[config.mk]
export PLATFORM = sky130hd
export DESIGN_NAME = sdram_cmd_tracker
export DESIGN_NICKNAME = d
export VERILOG_FILES = /design/src/rtl/sdram_cmd_pkg.sv /design/src/rtl/sdram_cmd_ctrl.sv /design/src/rtl/sdram_bank_state.sv /design/src/rtl/sdram_cmd_tracker.sv
export SDC_FILE = /design/constraint.sdc
export NUM_CORES = 1
export LEC_CHECK = 0
export BUFFER_PORTS_ARGS = -buffer_cell sky130_fd_sc_hd__buf_2
export CAP_MARGIN = 20
export CORE_ASPECT_RATIO = 1.75
export CORE_MARGIN = 2
export CORE_UTILIZATION = 41
export CTS_CLUSTER_SIZE = 24
export DETAILED_ROUTE_END_ITERATION = 10
export GPL_ROUTABILITY_DRIVEN = 0
export GPL_TIMING_DRIVEN = 1
export HOLD_SLACK_MARGIN = 0.08
export PLACE_DENSITY = 0.67
export SKIP_CTS_REPAIR_TIMING = 1
export SLEW_MARGIN = 20
export SYNTH_ARGS = -nofsm -noshare
export SYNTH_HDL_FRONTEND = slang
export SYNTH_SLANG_ARGS = --single-unit
[constraint.sdc]
create_clock -name clk -period 2.2 [get_ports clk]
set_clock_uncertainty 0.1 [all_clocks]
set_input_delay 0.44 -clock clk [delete_from_list [all_inputs] [get_ports clk]]
set_output_delay 0.44 -clock clk [all_outputs]
set_load 0.02 [all_outputs]
[src/rtl/sdram_cmd_pkg.sv]
package sdram_cmd_pkg;

  // Command code as seen on {rasN, casN, weN}
  typedef enum logic [2:0] {
    CMD_MRS = 3'b000,
    CMD_REF = 3'b001,
    CMD_PRE = 3'b010,
    CMD_ACT = 3'b011,
    CMD_WR  = 3'b100,
    CMD_RD  = 3'b101,
    CMD_BAD = 3'b110,
    CMD_NOP = 3'b111
  } cmdCode_e;

  // Strobes from the decoder to the bank datapath
  typedef struct packed {
    logic openEn;
    logic closeOne;
    logic closeAll;
  } bankStrobe_t;

endpackage

[src/rtl/sdram_cmd_ctrl.sv]
module sdram_cmd_ctrl
  import sdram_cmd_pkg::*;
#(
  parameter int ADDR_W = 12,
  parameter int COL_W  = 8,
  parameter int BANK_W = 2,
  parameter int AP_BIT = 8,
  localparam int NUM_BANKS = 1 << BANK_W
) (
  input  logic                 clk,
  input  logic                 rstN,
  input  logic                 csN,
  input  logic                 rasN,
  input  logic                 casN,
  input  logic                 weN,
  input  logic [ADDR_W-1:0]    addr,
  input  logic [BANK_W-1:0]    bankSel,
  input  logic [NUM_BANKS-1:0] bankOpen,
  output bankStrobe_t          strobe,
  output logic                 cmdValid,
  output logic [2:0]           cmdKind,
  output logic [BANK_W-1:0]    cmdBank,
  output logic [ADDR_W-1:0]    cmdAddr,
  output logic                 autoPre,
  output logic                 preAll,
  output logic                 illegal
);

  cmdCode_e          code;
  logic              selOpen;
  logic              allIdle;
  logic              apFlag;
  logic              accept;
  logic              reject;
  logic [ADDR_W-1:0] nextAddr;
  logic              nextAp;
  logic              nextAll;

  assign code    = cmdCode_e'({rasN, casN, weN});
  assign selOpen = bankOpen[bankSel];
  assign allIdle = ~|bankOpen;
  assign apFlag  = addr[AP_BIT];

  always_comb begin
    accept   = 1'b0;
    reject   = 1'b0;
    strobe   = '0;
    nextAddr = '0;
    nextAp   = 1'b0;
    nextAll  = 1'b0;
    if (!csN) begin
      unique case (code)
        CMD_ACT: begin
          if (selOpen) reject = 1'b1;
          else begin
            accept        = 1'b1;
            strobe.openEn = 1'b1;
            nextAddr      = addr;
          end
        end
        CMD_RD, CMD_WR: begin
          if (!selOpen) reject = 1'b1;
          else begin
            accept          = 1'b1;
            nextAddr        = ADDR_W'(addr[COL_W-1:0]);
            nextAp          = apFlag;
            strobe.closeOne = apFlag;
          end
        end
        CMD_PRE: begin
          accept          = 1'b1;
          nextAll         = apFlag;
          strobe.closeAll = apFlag;
          strobe.closeOne = !apFlag;
        end
        CMD_REF: begin
          if (allIdle) accept = 1'b1;
          else reject = 1'b1;
        end
        CMD_MRS: begin
          accept   = 1'b1;
          nextAddr = addr;
        end
        CMD_NOP: ;
        default: reject = 1'b1;
      endcase
    end
  end

  always_ff @(posedge clk) begin
    if (!rstN) begin
      cmdValid <= 1'b0;
      cmdKind  <= '0;
      cmdBank  <= '0;
      cmdAddr  <= '0;
      autoPre  <= 1'b0;
      preAll   <= 1'b0;
      illegal  <= 1'b0;
    end else begin
      cmdValid <= accept;
      cmdKind  <= accept ? code : 3'b000;
      cmdBank  <= accept ? bankSel : '0;
      cmdAddr  <= nextAddr;
      autoPre  <= nextAp;
      preAll   <= nextAll;
      illegal  <= reject;
    end
  end

endmodule

[src/rtl/sdram_bank_state.sv]
module sdram_bank_state
  import sdram_cmd_pkg::*;
#(
  parameter int ADDR_W = 12,
  parameter int BANK_W = 2,
  localparam int NUM_BANKS = 1 << BANK_W
) (
  input  logic                        clk,
  input  logic                        rstN,
  input  bankStrobe_t                 strobe,
  input  logic [BANK_W-1:0]           bankSel,
  input  logic [ADDR_W-1:0]           rowIn,
  output logic [NUM_BANKS-1:0]        bankOpen,
  output logic [NUM_BANKS*ADDR_W-1:0] openRows
);

  for (genvar g = 0; g < NUM_BANKS; g++) begin : g_bank
    logic              isMine;
    logic [ADDR_W-1:0] rowQ;

    assign isMine = (bankSel == BANK_W'(g));

    always_ff @(posedge clk) begin
      if (!rstN) begin
        bankOpen[g] <= 1'b0;
        rowQ        <= '0;
      end else if (strobe.closeAll) begin
        bankOpen[g] <= 1'b0;
      end else if (isMine && strobe.openEn) begin
        bankOpen[g] <= 1'b1;
        rowQ        <= rowIn;
      end else if (isMine && strobe.closeOne) begin
        bankOpen[g] <= 1'b0;
      end
    end

    assign openRows[g*ADDR_W +: ADDR_W] = rowQ;
  end

endmodule

[src/rtl/sdram_cmd_tracker.sv]
module sdram_cmd_tracker
  import sdram_cmd_pkg::*;
#(
  parameter int ADDR_W = 12,
  parameter int COL_W  = 8,
  parameter int BANK_W = 2,
  parameter int AP_BIT = 8,
  localparam int NUM_BANKS = 1 << BANK_W
) (
  input  logic                        clk,
  input  logic                        rstN,
  input  logic                        csN,
  input  logic                        rasN,
  input  logic                        casN,
  input  logic                        weN,
  input  logic [ADDR_W-1:0]           addr,
  input  logic [BANK_W-1:0]           bankSel,
  output logic                        cmdValid,
  output logic [2:0]                  cmdKind,
  output logic [BANK_W-1:0]           cmdBank,
  output logic [ADDR_W-1:0]           cmdAddr,
  output logic                        autoPre,
  output logic                        preAll,
  output logic                        illegal,
  output logic [NUM_BANKS-1:0]        bankOpen,
  output logic [NUM_BANKS*ADDR_W-1:0] openRows
);

  bankStrobe_t strobe;

  sdram_cmd_ctrl #(
    .ADDR_W(ADDR_W), .COL_W(COL_W), .BANK_W(BANK_W), .AP_BIT(AP_BIT)
  ) u_ctrl (
    .clk(clk), .rstN(rstN), .csN(csN), .rasN(rasN), .casN(casN), .weN(weN),
    .addr(addr), .bankSel(bankSel), .bankOpen(bankOpen), .strobe(strobe),
    .cmdValid(cmdValid), .cmdKind(cmdKind), .cmdBank(cmdBank),
    .cmdAddr(cmdAddr), .autoPre(autoPre), .preAll(preAll), .illegal(illegal)
  );

  sdram_bank_state #(
    .ADDR_W(ADDR_W), .BANK_W(BANK_W)
  ) u_banks (
    .clk(clk), .rstN(rstN), .strobe(strobe), .bankSel(bankSel),
    .rowIn(addr), .bankOpen(bankOpen), .openRows(openRows)
  );

endmodule

* Word-level counts from Yosys, hierarchy flattened
Index checks and enable logic that the tools add are counted.
Storage, ports and cells: flip-flop bits (word level) 73, input bits 20, output and inout bits 73, logic and storage cells 80
Cells by class: $lt $le $gt $ge 1, equality and inequality tests 9, mux-type cells 25, bitwise operators 3, reductions and logical operators 27
Operators by type and width (number):
- case mux 12 bit (3 select lines) | 1
- two-way mux 1 bit | 17
- two-way mux 12 bit | 1
- AND reduction 2 bit | 5
- equality test 3 bit (second input constant) | 3
- logical AND 1 bit | 8
- two-way mux 8 bit | 1
- case mux 1 bit (4 select lines) | 2
- nonzero test 2 bit | 4
- OR reduction 2 bit | 4
- equality test 3 x 2 -> 1 bit (second input constant) | 2
- OR reduction 3 bit | 2
- equality test 2 bit (second input constant) | 2
- OR reduction 4 bit | 1
- equality test 3 x 1 -> 1 bit (second input constant) | 1
- zero test 3 bit | 1
- < comparator 2 x 3 -> 1 bit (second input constant) | 1
- two-way mux 3 bit | 1
- inverter 1 bit | 3
- binary-select mux 1 bit (select 2 bit) | 1
- equality test 2 x 1 -> 1 bit (second input constant) | 1
- zero test 2 bit | 1
- case mux 1 bit (2 select lines) | 1
- zero test 1 bit | 1

* Depth between registers and ports, before layout
Gate-level depths: netlist (run 1).
depth in word-level cells 8, mapped depth 6, mapped depth without buffers 3

* Modules after synthesis
Synthesis (run 1) repeated with hierarchy kept, for this count alone.
Second synthesis, totals: cell total of the unflattened synthesis 268, area total of the unflattened synthesis 2745.1 um^2
Modules (own cells, without submodules):
- sdram_bank_state | instances 1, cells each 196, area an instance 1993.2 um^2, sequential area each 1041.0 um^2
- sdram_cmd_ctrl | instances 1, cells each 72, area an instance 752.0 um^2, sequential area each 420.4 um^2

* Worst setup path before layout (run 1)
OpenSTA, ideal clock, no wires.
kind input-to-reg, start point in weN, end point reg u_banks.g_bank[0].rowQ[0], setup time 0.072 ns, arrival 1.616 ns, required time 2.028 ns, path slack 0.412 ns, cell stages on the path 6, buffers on the path 3, cells stage by stage buf_2 -> nor4bb_1 -> buf_2 -> nor4b_4 -> buf_6 -> mux2i_1
On the way: cells in the longest elaborated chain, start to end 5, elaborated cells on any way between the ends 8, those cells by class eq/ne: 2; mux: 3; bitwise: 1; reduce/logical: 2
Ends and longest elaborated chain:
- start: declaration | line sdram_cmd_tracker.sv:15 | input logic weN,
- equality test 3 x 2 -> 1 bit | line sdram_cmd_ctrl.sv:52 | unique case (code)
- two-way mux 1 bit | line sdram_cmd_ctrl.sv:52
- two-way mux 3 bit (*) | line sdram_cmd_ctrl.sv:51 | if (!csN) begin
- logical AND 1 bit / inverter 1 bit (equally long branches)
- AND reduction 2 bit (no source line) (*)
- end signal: assignment | line sdram_bank_state.sv:31 | rowQ <= rowIn;
- end: declaration | line sdram_bank_state.sv:19 | logic [ADDR_W-1:0] rowQ;
Every way passes the cells marked *; elsewhere a longest branch is shown, timed or not. A chain may end at the register's enable or synchronous reset.

* Worst setup path after layout (run 1)
start point reg u_banks.bankOpen[0], end point reg u_ctrl.cmdAddr[2]
On the way: cells in the longest elaborated chain, start to end 4, elaborated cells on any way between the ends 5, those cells by class mux: 5
Ends and longest elaborated chain:
- start: declaration | line sdram_bank_state.sv:13 | output logic [NUM_BANKS-1:0] bankOpen,
- start signal: indexed assignment | line sdram_bank_state.sv:25 | bankOpen[g] <= 1'b0;
- start signal: indexed assignment | line sdram_bank_state.sv:28 | bankOpen[g] <= 1'b0;
- start signal: indexed assignment | line sdram_bank_state.sv:30 | bankOpen[g] <= 1'b1;
- binary-select mux 1 bit (select 2 bit) (*) | line sdram_cmd_ctrl.sv:40 | assign selOpen = bankOpen[bankSel];
- two-way mux 1 bit (not written as such) (*) | line sdram_cmd_ctrl.sv:40
- two-way mux 8 bit / two-way mux 12 bit (equally long branches) | line sdram_cmd_ctrl.sv:62, sdram_cmd_ctrl.sv:54
- case mux 12 bit (3 select lines) (*) | line sdram_cmd_ctrl.sv:52
- end signal: assignment | line sdram_cmd_ctrl.sv:103 | cmdAddr <= nextAddr;
- end: declaration | line sdram_cmd_ctrl.sv:23 | output logic [ADDR_W-1:0] cmdAddr,
Every way passes the cells marked *; elsewhere a longest branch is shown, timed or not. The select of a mux whose other input is x is not followed.

==> results of run 1 <==
[flip-flops by register name, summed over array words and instances (netlist names)]
register and count:
u_ctrl.cmdValid 1, u_ctrl.preAll 1, u_banks.bankOpen 4, u_ctrl.illegal 1, u_ctrl.autoPre 1, u_ctrl.cmdBank 2
u_banks.g_bank.rowQ 48, u_ctrl.cmdAddr 12, u_ctrl.cmdKind 3
[Yosys cell counts, drive strengths merged (3+ instances only)]
cell type | n | area (sq um)
nand2 | 75 | 282
inv | 4 | 15.0
buf | 7 | 43.8
nor3 | 10 | 50.1
mux2i | 48 | 480
clkbuf | 10 | 37.5
a31oi | 4 | 25.0
a211oi | 5 | 37.5
nor4b | 4 | 50.1
dfxtp | 73 | 1460
nand4b | 3 | 26.3
and3 | 4 | 25.0
and2 | 3 | 18.8
o2bb2ai | 4 | 35.0
[power by group through the flow]
stage / combinational [mW] / sequential (mW) / clock (mW)
after CTS: 0.174 / 1.35 / 1.49
after global routing: 0.188 / 1.35 / 1.54
after global placement: 0.172 / 1.37 / 0
after floorplan: 0.0830 / 1.39 / 0
final: 0.174 / 1.35 / 1.46
after detailed placement: 0.173 / 1.37 / 0
[cells in the final DEF (no fill, tap or decap)]
cell / netlist / routed
buf_2: 5 / 92
nand2_1: 75 / 75
dfxtp_1: 73 / 73
mux2i_1: 48 / 48
nor3_1: 10 / 10
buf_4: 1 / 10
clkbuf_16: 0 / 9
a211oi_1: 5 / 5
inv_1: 4 / 4
a31oi_1: 4 / 4
and3_1: 4 / 4
o2bb2ai_1: 4 / 4
nand4b_1: 3 / 3
and2_1: 3 / 3
nor4b_1: 3 / 3
clkbuf_8: 0 / 2
clkbuf_1: 10 / 2
nor4bb_1: 1 / 1
nor4b_4: 1 / 1
mux4_2: 1 / 1
a31o_2: 1 / 1
nand3b_1: 1 / 1
o31ai_1: 1 / 1
or2_2: 1 / 1
o21ai_1: 1 / 1
nor3b_1: 1 / 1
o211a_2: 1 / 1
a21oi_2: 1 / 1
nor2b_1: 1 / 1
and4_1: 1 / 1
or4_1: 1 / 1
o221a_2: 1 / 1
nor2_1: 1 / 1
nand3_1: 1 / 1
o21bai_1: 1 / 1
clkinvlp_4: 0 / 1
bufinv_16: 0 / 1
[worst max path at each step]
stage	to	depth (start not counted)	start	slack, ns
4_1_cts	u_ctrl.cmdAddr[2]	3	u_banks.bankOpen[0]	0.46
3_5_place_dp	u_banks.g_bank[0].rowQ[11]	5	csN	0.25
5_1_grt	u_ctrl.cmdAddr[7]	3	u_banks.bankOpen[0]	0.37
2_1_floorplan	u_banks.g_bank[0].rowQ[0]	6	weN	0.41
6_report	u_ctrl.cmdAddr[2]	3	u_banks.bankOpen[0]	0.48
3_3_place_gp	u_ctrl.cmdAddr[2]	4	bankSel[0]	0.32
[area by class of cell]
| cell class | instances | area share |
|---|---|---|
| clock inverter | 2 | 0.0105 |
| timing repair buffer | 102 | 0.149 |
| clock buffer | 13 | 0.0726 |
| multi-input combinational | 177 | 0.327 |
| sequential | 73 | 0.408 |
| inverter | 4 | 0.00419 |
| tap | 82 | 0.0286 |
[worst max-delay path, cell delays in order (launching register included)]
cell     delay (ns)
dfxtp_1        0.38
mux4_2         0.57
o211a_2        0.34
nor3_1         0.24
[routing by layer]
metal | vias to the layer above | GRT usage
met2 | 74 | 0.341
met5 | - | 0
met3 | 19 | 0.0424
li1 | 1122 | -
met4 | 0 | 0.139
met1 | 1108 | 0.214
[cell families after synthesis]
kind of cell | Yosys count
AOI/OAI and AO/OA | 20
buffers and inverters | 21
DFF | 73
muxes | 49
and+or+nand+nor | 108
==> impl_metrics.ini, run 1 <==
[yosys]
yosys.area_share.simple = 0.188
synthAdderAreaFrac = 0
synth-xor-area-share = 0
synth.avg_cell_area_sq_um = 10.1
syn_nets = 291
syn-cell-area_sq_um = 2730
synth_edf_count = 0
ys_seq_elements = 73
ys_warn_count = 0
synth_top_family_by_area = simple AND/OR/NAND/NOR gates
async_flop_share = 0
synthMuxAreaShare = 0.184
seq_area_frac_synth = 0.535
ys_types = 34
synth_compound_area_frac = 0.0573
syn_inst = 271
synthFlopType = dfxtp_1

[worst_hold_path]
hold_depth = 3
hp-class = in2reg
hold_end = u_ctrl.cmdAddr[3]
min_from = addr[3]

[cells_and_area]
fin_area_sq_um = 3590
fin_nets = 387
drive_above_1_share = 0.329
n_fill_cell = 611
final_util = 0.553
multiInputGateArea_sq_um = 1170
antenna_cells = 0
areaGrowthSynthToFinish_pct = 31.3
stdcell_count = 453
seqCellArea_sq_um = 1460

[sta]
hold-worst-slack_ns = 0.241
max-slew-margin-rel = 0.615
finalSetupViolCount = 0
timing.final.ws_setup_ns = 0.478
worst-slew-pin-transition_ns = 0.573
hold_viol_final = 0
post-route-period-util = 0.783
fin_crit_ns = 1.72
finalSetupTns_ns = 0
fmax_mhz = 581
slew_viol_final = 0
rsz0062_at_grt = false

[pwr]
comb_power_share = 0.058
ir_worst_vdd_v = 0.000541
pwr-share-seq = 0.451
powerDensity_nw_per_um2 = 831
p_leak_nw = 1.84
sw_frac_of_total = 0.219
power_mw = 2.98
clkPwrFrac = 0.490
p_int_mw = 2.33
p_switching_mw = 0.653

[global_routing]
grt_pass1_wl_mm = 11.0
grtUsageTotal = 0.201
grt_max_degree = 28
antenna_found_initial = 0
first_global_vias = 2279
grt_overflow = 0

[clocking]
cts_buffer_depth = 2
insertion_delay_ns = 0.34
cts_tree = done
numCtsBuffers = 9
cts.sinks = 73
cts_max_level = 3
path_clk_slew_ns = 0.05
cts-root-buf = clkbuf_16

[critical_path]
critPathArrivalTime_ns = 1.87
critPathMaxFanout = 8
r2r_slack_ns = 0.48
cp.required_ns = 2.35
start_kind = register
r2r-end = u_ctrl.cmdAddr[2]
worstReg2RegStart = u_banks.bankOpen[0]
r2r.worst_path.cells = 3
end_kind = register
path_class = reg2reg

[drt]
drt-vias-per-instance = 5.13
routed_wl_mm = 7.04
wl_per_cell_microns = 15.5
vias = 2323
highest_layer = met4
drtIter0Drc = 133
ant_nets = 0
routed-wl-met2_mm = 3.71
drc = 0
first_pass_iters = 4
wirelength_met1_mm = 2.74
route.met3.wl_microns = 304

[floorplan]
initial_core_util = 0.421
rows = 39
die-area_sq_um = 7360
core_sq_um = 6490
ios = 93
die_w_microns = 65.7
die_h_microns = 112

[outcome]
outcome = finished clean

[placed_design]
dp_slack_ns = 0.253
portBuffers = 92
post-dp-hpwl_mm = 5.22
placed_area_sq_um = 3290
dp.cells = 438

[run]
max_cap_viol_count = 0
Note: power is estimated with default switching activity, not from simulation.
==> run 2, diff against run 1 <==
--- a/config.mk
+++ b/config.mk
@@ -15,7 +15,7 @@
 export GPL_ROUTABILITY_DRIVEN = 0
 export GPL_TIMING_DRIVEN = 1
 export HOLD_SLACK_MARGIN = 0.08
-export PLACE_DENSITY = 0.67
+export PLACE_DENSITY = 0.7
 export SKIP_CTS_REPAIR_TIMING = 1
 export SLEW_MARGIN = 20
 export SYNTH_ARGS = -nofsm -noshare
==> constraint.sdc (replaced) <==
create_clock -name clk -period 1.45 [get_ports clk]
set_clock_uncertainty 0.1 [all_clocks]
set_input_delay 0.29 -clock clk [delete_from_list [all_inputs] [get_ports clk]]
set_output_delay 0.29 -clock clk [all_outputs]
set_load 0.02 [all_outputs]
==> impl_metrics.ini, run 2 (synthesized netlist as in run 1, its figures left out) <==
[outcome]
outcome = finished, violations left
violations = setup timing

[sta]
hold_viol_final = 0
finalSetupViolCount = 23
post-route-period-util = 1.12
fmax_mhz = 615
timing.final.ws_setup_ns = -0.175
worst-slew-pin-transition_ns = 0.491
finalSetupTns_ns = -2.67
rsz0062_at_grt = true
max-slew-margin-rel = 0.668
fin_crit_ns = 1.62
slew_viol_final = 0

[cells_and_area]
multiInputGateArea_sq_um = 1300
drive_above_1_share = 0.419
antenna_cells = 0
final_cell_mix = buf_2, nand2_1, dfxtp_1
final_util = 0.605
n_fill_cell = 537
stdcell_count = 473
final_common_cell = buf_2
seqCellArea_sq_um = 1470
fin_nets = 406
largest_reg_flops = 48
top_register = u_banks.g_bank.rowQ
reg_top3 = u_banks.g_bank.rowQ x48, u_ctrl.cmdAddr x12, u_banks.bankOpen x4
areaGrowthSynthToFinish_pct = 43.7

[pwr]
p_int_mw = 3.46
pwr-share-seq = 0.457
comb_power_share = 0.076
sw_frac_of_total = 0.222
powerDensity_nw_per_um2 = 1140
ir_worst_vdd_v = 0.000632
p_leak_nw = 2.00
clkPwrFrac = 0.467
p_switching_mw = 0.991

[drt]
drt-vias-per-instance = 4.95
ant_nets = 0
first_pass_iters = 4
drtIter0Drc = 159
vias = 2342
wl_per_cell_microns = 15.8
drc = 0
routed_wl_mm = 7.48

[critical_path]
critPathArrivalTime_ns = 1.74
cp.required_ns = 1.57
path_class = reg2reg
start_kind = register
critPathMaxFanout = 8
end_kind = register

[floorplan]
die-area_sq_um = 7360
die_h_microns = 112
ios = 93
die_w_microns = 65.7
rows = 39
core_sq_um = 6490
initial_core_util = 0.421

[clocking]
path_clk_slew_ns = 0.05
cts.sinks = 73
cts_tree = done
insertion_delay_ns = 0.33
cts-root-buf = clkbuf_16
cts_max_level = 3
cts_buffer_depth = 2
numCtsBuffers = 9

[global_routing]
first_global_vias = 2222
grt_max_degree = 33
grtUsageTotal = 0.204
grt_pass1_wl_mm = 11.3
grt_overflow = 0
antenna_found_initial = 0

[worst_hold_path]
hp-class = in2reg

[placed_design]
portBuffers = 92
post-dp-hpwl_mm = 5.38
dp.cells = 454

[run]
max_cap_viol_count = 0
==> run 2: cell types whose count changed in the layout (fill, tap and decap cells not counted), moves of 3 or more <==
cell / previous run / this run
buf_4: 10 / 25
o2bb2ai_1: 4 / 0
nor3_2: 0 / 8
buf_12: 0 / 3
o2bb2ai_2: 0 / 4
nor3_1: 10 / 2
a211oi_1: 5 / 1
a211oi_2: 0 / 4
dfxtp_1: 73 / 69
==> run 2: metal layers <==
layer | track usage | vias to the layer above | wire (microns)
li1 | - | 1164 | -
met1 | 0.231 | 1087 | 2920
met2 | 0.354 | 78 | 4060
met3 | 0.0475 | 13 | 333
met4 | 0.0917 | 0 | 171
met5 | 0 | - | 0
==> run 2: layout make-up <==
type / count / share of cell area
inverters: 4 / 0.00383
multi-input cells: 177 / 0.332
well taps: 82 / 0.0261
flip-flops and latches: 73 / 0.375
clock buffers: 14 / 0.0702
repair buffers: 121 / 0.190
clock inverters: 2 / 0.00255
==> run 2: worst max-delay path, stage by stage (launching register included) <==
cell       delay, ns
dfxtp_4         0.34
mux4_2          0.60
o221a_4         0.35
o2bb2ai_2       0.13
==> run 2: worst paths after layout <==
| kind | endpoint | start | depth (start not counted) | slack [ns] |
|---|---|---|---|---|
| min | u_ctrl.cmdAddr[5] | addr[5] | 3 | 0.12 |
| max | u_ctrl.illegal | u_banks.bankOpen[3] | 3 | -0.17 |
| max reg2reg | u_ctrl.illegal | u_banks.bankOpen[3] | 3 | -0.17 |
| min reg2reg | u_banks.g_bank[2].rowQ[4] | u_banks.g_bank[2].rowQ[4] | 2 | 0.35 |
==> run 2: power by group through the flow <==
stage / combinational, mW / sequential [mW] / clock [mW]
finish: 0.338 / 2.04 / 2.08
detailed placement: 0.305 / 2.08 / 0
global route: 0.364 / 2.04 / 2.21
CTS: 0.307 / 2.04 / 2.11
floorplan: 0.132 / 2.11 / 0
global placement: 0.303 / 2.08 / 0
==> run 2: metrics by stage <==
stage                     worst slack (ns)  hold WS (ns)  power [mW]  area (sq um)
after floorplan                     -0.124         0.317        2.24          2780
after global placement              -0.243         0.341        2.38          3460
after detailed placement            -0.287         0.348        2.38          3460
after CTS                           -0.205         0.101        4.46          3750
after global routing                -0.204         0.121        4.61          3920
final                               -0.175         0.119        4.45          3920
